$ cat src/rtl/sar_seq_pkg.sv
package sar_seq_pkg;
   typedef enum logic [1:0] {
      SQ_IDLE = 2'd0,
      SQ_HOLD = 2'd1,
      SQ_RUN  = 2'd2
   } sq_state_e;

   localparam int STROBE_W = 3;
   localparam int IDX_CS   = 0;
   localparam int IDX_WR   = 1;
   localparam int IDX_RD   = 2;
endpackage

$ cat src/rtl/sar_strobe_sync.sv
module sar_strobe_sync #(
   parameter int WIDTH  = 3,
   parameter int STAGES = 2
) (
   input  logic             clk,
   input  logic             rst_n,
   input  logic [WIDTH-1:0] async_i,
   output logic [WIDTH-1:0] sync_o
);
   if (WIDTH < 1) begin : g_bad_width
      $error("sar_strobe_sync: WIDTH must be at least 1");
   end
   if (STAGES > 8) begin : g_bad_stages
      $error("sar_strobe_sync: STAGES must not exceed 8");
   end

   if (STAGES == 0) begin : g_bypass
      assign sync_o = async_i;
   end else begin : g_chain
      logic [WIDTH-1:0] stg [STAGES];

      always_ff @(posedge clk or negedge rst_n) begin
         if (!rst_n) begin
            for (int i = 0; i < STAGES; i++) stg[i] <= '1;
         end else begin
            stg[0] <= async_i;
            for (int i = 1; i < STAGES; i++) stg[i] <= stg[i-1];
         end
      end

      assign sync_o = stg[STAGES-1];
   end
endmodule

$ cat src/rtl/sar_bit_walker.sv
module sar_bit_walker
   import sar_seq_pkg::*;
#(
   parameter int DATA_W       = 8,
   parameter int CLKS_PER_BIT = 8
) (
   input  logic              clk,
   input  logic              rst_n,
   input  logic              start_req_i,
   input  logic              comp_i,
   output logic [DATA_W-1:0] trial_o,
   output logic              done_o
);
   localparam int CNT_W = (CLKS_PER_BIT > 1) ? $clog2(CLKS_PER_BIT) : 1;
   localparam logic [CNT_W-1:0]  SLOT_LAST = CNT_W'(CLKS_PER_BIT - 1);
   localparam logic [DATA_W-1:0] MSB_MASK  = {1'b1, {(DATA_W-1){1'b0}}};

   if (DATA_W < 2) begin : g_bad_dw
      $error("sar_bit_walker: DATA_W must be at least 2");
   end
   if (CLKS_PER_BIT < 1) begin : g_bad_cpb
      $error("sar_bit_walker: CLKS_PER_BIT must be at least 1");
   end

   sq_state_e         state;
   logic [CNT_W-1:0]  slot_cnt;
   logic [DATA_W-1:0] mask;
   logic [DATA_W-1:0] sar;
   logic [DATA_W-1:0] decided;

   // keep the bit under trial if the comparator accepts, otherwise drop it
   assign decided = comp_i ? sar : (sar & ~mask);

   always_ff @(posedge clk or negedge rst_n) begin
      if (!rst_n) begin
         state    <= SQ_IDLE;
         slot_cnt <= '0;
         mask     <= '0;
         sar      <= '0;
         done_o   <= 1'b0;
      end else begin
         done_o <= 1'b0;
         if (start_req_i) begin
            state    <= SQ_HOLD;
            slot_cnt <= '0;
            mask     <= '0;
            sar      <= '0;
         end else begin
            case (state)
               SQ_HOLD: begin
                  state    <= SQ_RUN;
                  mask     <= MSB_MASK;
                  sar      <= MSB_MASK;
                  slot_cnt <= '0;
               end
               SQ_RUN: begin
                  if (slot_cnt == SLOT_LAST) begin
                     slot_cnt <= '0;
                     if (mask[0]) begin
                        sar    <= decided;
                        mask   <= '0;
                        state  <= SQ_IDLE;
                        done_o <= 1'b1;
                     end else begin
                        sar  <= decided | (mask >> 1);
                        mask <= mask >> 1;
                     end
                  end else begin
                     slot_cnt <= slot_cnt + 1'b1;
                  end
               end
               default: state <= SQ_IDLE;
            endcase
         end
      end
   end

   assign trial_o = sar;

   a_r2_clear_on_start: assert property (@(posedge clk) disable iff (!rst_n)
      start_req_i |=> (trial_o == '0) && !done_o);

   a_r4_single_trial_bit: assert property (@(posedge clk) disable iff (!rst_n)
      $onehot0(mask));

   a_r4_msb_first: assert property (@(posedge clk) disable iff (!rst_n)
      (state == SQ_HOLD && !start_req_i) |=> (trial_o == MSB_MASK));
endmodule

$ cat src/rtl/sar_seq_ctrl.sv
module sar_seq_ctrl
   import sar_seq_pkg::*;
#(
   parameter int DATA_W       = 8,
   parameter int CLKS_PER_BIT = 8,
   parameter int SYNC_STAGES  = 2
) (
   input  logic              clk,
   input  logic              rst_n,
   input  logic              cs_n_i,
   input  logic              wr_n_i,
   input  logic              rd_n_i,
   input  logic              comp_i,
   output logic [DATA_W-1:0] trial_o,
   output logic              intr_n_o,
   output logic              data_oe_o,
   output logic [DATA_W-1:0] data_o
);
   logic [STROBE_W-1:0] strobe_raw;
   logic [STROBE_W-1:0] strobe_s;
   logic                start_req;
   logic                rd_act;
   logic                done;
   logic                done_d;
   logic [DATA_W-1:0]   latch_q;

   assign strobe_raw[IDX_CS] = cs_n_i;
   assign strobe_raw[IDX_WR] = wr_n_i;
   assign strobe_raw[IDX_RD] = rd_n_i;

   sar_strobe_sync #(
      .WIDTH  (STROBE_W),
      .STAGES (SYNC_STAGES)
   ) u_sync (
      .clk     (clk),
      .rst_n   (rst_n),
      .async_i (strobe_raw),
      .sync_o  (strobe_s)
   );

   assign start_req = ~strobe_s[IDX_CS] & ~strobe_s[IDX_WR];
   assign rd_act    = ~strobe_s[IDX_CS] & ~strobe_s[IDX_RD];

   sar_bit_walker #(
      .DATA_W       (DATA_W),
      .CLKS_PER_BIT (CLKS_PER_BIT)
   ) u_walk (
      .clk         (clk),
      .rst_n       (rst_n),
      .start_req_i (start_req),
      .comp_i      (comp_i),
      .trial_o     (trial_o),
      .done_o      (done)
   );

   always_ff @(posedge clk or negedge rst_n) begin
      if (!rst_n) begin
         latch_q  <= '0;
         done_d   <= 1'b0;
         intr_n_o <= 1'b1;
      end else begin
         if (done) latch_q <= trial_o;
         done_d <= done & ~start_req;
         if (start_req)   intr_n_o <= 1'b1;
         else if (done_d) intr_n_o <= 1'b0;
         else if (rd_act) intr_n_o <= 1'b1;
      end
   end

   assign data_oe_o = rd_act;
   assign data_o    = rd_act ? latch_q : '0;

   a_r6_latch_only_on_done: assert property (@(posedge clk) disable iff (!rst_n)
      !done |=> $stable(latch_q));

   a_r6_intr_after_latch: assert property (@(posedge clk) disable iff (!rst_n)
      $fell(intr_n_o) |-> $past(done, 2));

   a_r7_read_releases_intr: assert property (@(posedge clk) disable iff (!rst_n)
      (rd_act && !done_d) |=> intr_n_o);

   a_r3_hold_keeps_intr_high: assert property (@(posedge clk) disable iff (!rst_n)
      start_req |=> intr_n_o);
endmodule

$ cat config.mk
export PLATFORM = sky130hd
export DESIGN_NAME = sar_seq_ctrl
export DESIGN_NICKNAME = d
export VERILOG_FILES = /design/src/rtl/sar_seq_pkg.sv /design/src/rtl/sar_strobe_sync.sv /design/src/rtl/sar_bit_walker.sv /design/src/rtl/sar_seq_ctrl.sv
export SDC_FILE = /design/constraint.sdc
export NUM_CORES = 1
export LEC_CHECK = 0
export ABC_AREA = 1
export BUFFER_PORTS_ARGS = -buffer_cell sky130_fd_sc_hd__clkbuf_2
export CAP_MARGIN = 20
export CORE_AREA = 2 2 80 82
export CTS_BUF_LIST = sky130_fd_sc_hd__clkbuf_4
export DETAILED_ROUTE_END_ITERATION = 8
export DIE_AREA = 0 0 82 84
export GPL_ROUTABILITY_DRIVEN = 0
export MAX_ROUTING_LAYER = met4
export PLACE_DENSITY = 0.46
export SLEW_MARGIN = 5
export SYNTH_ARGS = -nofsm -noshare
export SYNTH_HDL_FRONTEND = slang
export SYNTH_SLANG_ARGS = --single-unit
$ cat constraint.sdc
create_clock -name clk -period 2.4 [get_ports clk]
set_input_delay 0.12 -clock clk [delete_from_list [all_inputs] [get_ports clk]]
set_output_delay 0.12 -clock clk [all_outputs]
set_load 0.01 [all_outputs]
==> summary.txt <==
Timing
  • Setup-failing EPs final: 0
  • TNS Setup: 0 ns
  • Maximum clock rate: 0.651 GHz
  • Number of max-slew violations in the final report: 0
  • Minimum clock period: ~1.5 ns
  • Max-Slew Margin vs Limit: 0.387
  • Maximum clock skew at final layout: around 0.0092 ns
  • Final hold violations: 0
  • Post-route fraction of the period consumed by the critical path: 0.640
  • Unrepaired setup endpoints after global routing: false
  • Slew at the pin closest to its max-slew limit: 0.920 ns

Detailed routing
  • Average wire per standard cell: 11.1 um
  • Router iterations before antenna repair: 4
  • Total Wirelength: 3.20 mm
  • First-iteration detailed-routing DRC count: between 70 and 80
  • Vias/cell: 4.14
  • Final routed DRC violation total: 0
  • Via count: 1193
  • Number of nets with antenna violations after detailed routing: 0

Pwr
  • Pwr per Cell Area: 718 mW/mm^2
  • Leakage: between 0.0009 and 0.001 uW
  • Max IR drop VDD: 190 uV

Clock tree
  • H-tree level count: 2
  • TritonCTS clock tree: yes
  • Clock network latency to the later pin of the worst-skew pair: 0.35 ns
  • Sink count of the clock tree: 38
  • Clock Path Buffers: 2
  • Hold-fix buffers, CTS: 4
  • Post-CTS clock slew at the launch and capture registers of the worst setup and hold paths: ~0.1 ns
  • Number of setup buffers added after CTS: 0
  • Root Driver: sky130_fd_sc_hd__clkbuf_4
  • Num CTS Buffers: 5
  • Post-cts resize count: 0

Floorplanning
  • Die span in x: 82 um
  • Starting Density: 0.276
  • Die area: 0.00689 sq mm
  • I/O pins: 24
  • Num rows: 29
  • Die Y-Extent: 84 um
  • Placeable core region: 0.00610 sq mm

Synthesis
  • Ys Warns: 0
  • Post-synth top flop: sky130_fd_sc_hd__dfrtp_1
  • Synthesized net count: 186
  • Mean area per synthesized cell: roughly 9.5 sq um
  • Register bit count reported by yosys: 38
  • Cell variety after synth: 24
  • Async set-or-reset flop fraction in the synthesized netlist: 1.00
  • Number of flops mapped to enable cells by yosys: 0
  • Sequential area share after synthesis: 0.570
  • Area of the mapped netlist: about 0.0017 sq mm
  • Instance count of the mapped netlist: 178

Critical path
  • RR Startpoint: u_walk.slot_cnt[0]
  • Data required time of the critical path: 2.64 ns
  • Largest driver fanout on the critical path: 10
  • Register-to-register setup slack: between 0.8 and 0.9 ns
  • Endpoint of the most critical register-to-register path: u_walk.trial_o[5]
  • Worst Setup End Kind: flip-flop
  • Slowest cell on the critical path: sky130_fd_sc_hd__dfrtp_1
  • Dominant cell type by count on the critical path: sky130_fd_sc_hd__ha_1
  • Startpoint Class: flip-flop
  • Maximum cell stage delay along the critical path: 0.41 ns
  • Arrival time worst endpoint: 1.78 ns
  • Worst reg2reg path depth: 8
  • Type of the worst setup path: reg -> reg
  • Critical path cell sequence: ha_1 -> ha_1 -> inv_1 -> nand3_4 -> nand2_4 -> inv_4 -> nand3_2 -> nand2_1

Placed design
  • Dpl cells: 276
  • Post-Place Cell Area: 0.00188 sq mm
  • I/O Buffers: 23
  • DP Wirelength: 2.27 mm

Layout
  • Number of diodes added for antenna fixing: 0
  • Final design area excluding fillers: around 0.002 sq mm
  • Top library cells by usage in the layout, fill and taps aside: 55 x sky130_fd_sc_hd__nand2_1, 31 x sky130_fd_sc_hd__dfrtp_1, 23 x sky130_fd_sc_hd__clkbuf_2
  • Post-layout net count: 218
  • Fillers: 644
  • Fraction of final layout cells sized beyond drive strength 1: 0.289
  • Most frequent standard cell in the layout excluding fill and tap cells: sky130_fd_sc_hd__nand2_1
  • Layout Area Growth over Synthesis: 17.2%
  • Post-route insts no fill: 288

Job
  • Max-cap violations: 0

Min path
  • Worst Hold Launch: comp_i
  • Hold WC Path Type: in -> reg
  • Worst hold path cell count: 4
  • Worst hold path endpoint: u_walk.trial_o[7]

Global routing
  • GRT Overall Usage: 0.110
  • Global-route wire length before repair: about 5.6 mm
  • Antenna violations before repair: 0
  • Leftover overflow at the end of global routing: 0
  • Vias in the first global route: approximately 1200
  • Maximum number of pins on one net before global-route repair: 39

Status
  • Status: finished clean
## per-stage QoR
step           setup WS (ns)  power (uW)  hold slack, ns  utilization
3_3_place_gp           0.888        1110           0.207        0.308
5_1_grt                0.744        1530           0.159        0.324
6_report               0.865        1420           0.144        0.324
3_5_place_dp           0.866        1110           0.211        0.308
2_1_floorplan          0.995        1010          -0.176            -
4_1_cts                0.855        1440           0.141        0.324
## worst max-delay path, delay by kind of cell, from the launching register on
| family | cells | cell delay, ns |
|---|---|---|
| buf+inv | 2 | 0.20 |
| fa+ha+maj | 2 | 0.40 |
| simple gates | 4 | 0.44 |
| flops | 1 | 0.41 |
## registers in the layout, indices dropped and copies added (netlist names)
register / flops
latch_q: 8
u_walk.mask: 8
u_walk.trial_o: 8
u_sync.g_chain.stg: 3
u_sync.sync_o: 3
u_walk.slot_cnt: 3
u_walk.state: 2
done_d: 1
intr_n_o: 1
u_walk.done_o: 1
## routing by layer
metal  track usage  share of wire  up-vias
met4        0.0591          0.023        0
met2         0.166           0.46       23
met5             -              0        -
met3        0.0260          0.030        7
met1         0.136           0.48      546
li1              -              -      617
## layout make-up
cell class              instances  area [sq um]  area share
clock inverters                 2          8.76     0.00444
multi-input cells             113           608       0.308
well taps                      77          96.3      0.0488
clock buffers                   6          45.0      0.0228
flip-flops and latches         38           960       0.486
repair buffers                 27           155      0.0786
inverters                      25           101      0.0513
## where the power goes
part | switching [uW] | internal, uW
combinational | 220 | 114
clock | 203 | 121
sequential | 55.2 | 705
total | 478 | 940
## worst max-delay path by stage
stage / startpoint / end / slack, ns / cells past startpoint
global route: u_walk.slot_cnt[0] / u_walk.mask[4] / 0.74 / 8
global placement: u_walk.slot_cnt[0] / u_walk.mask[6] / 0.89 / 8
finish: u_walk.slot_cnt[0] / u_walk.trial_o[5] / 0.86 / 8
detailed placement: u_walk.slot_cnt[0] / u_walk.mask[6] / 0.87 / 8
floorplan: u_walk.slot_cnt[0] / u_walk.mask[1] / 1.0 / 8
CTS: u_walk.slot_cnt[0] / u_walk.trial_o[6] / 0.86 / 8
## cell families after synthesis
family | after synthesis | share of synthesized area
buffers and inverters | 27 | 0.0691
and+or+nand+nor | 95 | 0.293
DFF | 38 | 0.570
AOI/OAI and AO/OA | 15 | 0.0468
muxes | 1 | 0.00594
adders and majority gates | 2 | 0.0149
## cells in the mapped netlist (2+ instances only)
cell                      number  area share
sky130_fd_sc_hd__dfrtp_1      31        0.46
sky130_fd_sc_hd__dfstp_2       7        0.11
sky130_fd_sc_hd__ha_1          2       0.015
sky130_fd_sc_hd__inv_1        17       0.038
sky130_fd_sc_hd__inv_2         6       0.013
sky130_fd_sc_hd__nand2_1      55        0.12
sky130_fd_sc_hd__nand2_4       3       0.020
sky130_fd_sc_hd__nand3_1      12       0.036
sky130_fd_sc_hd__nand3_2       6       0.036
sky130_fd_sc_hd__nand3_4       2       0.021
sky130_fd_sc_hd__nor2_1       12       0.027
sky130_fd_sc_hd__nor2_4        2       0.013
sky130_fd_sc_hd__o21ai_0       9       0.027
sky130_fd_sc_hd__o21ai_1       4       0.012
Power figures use the tool's default switching activity.
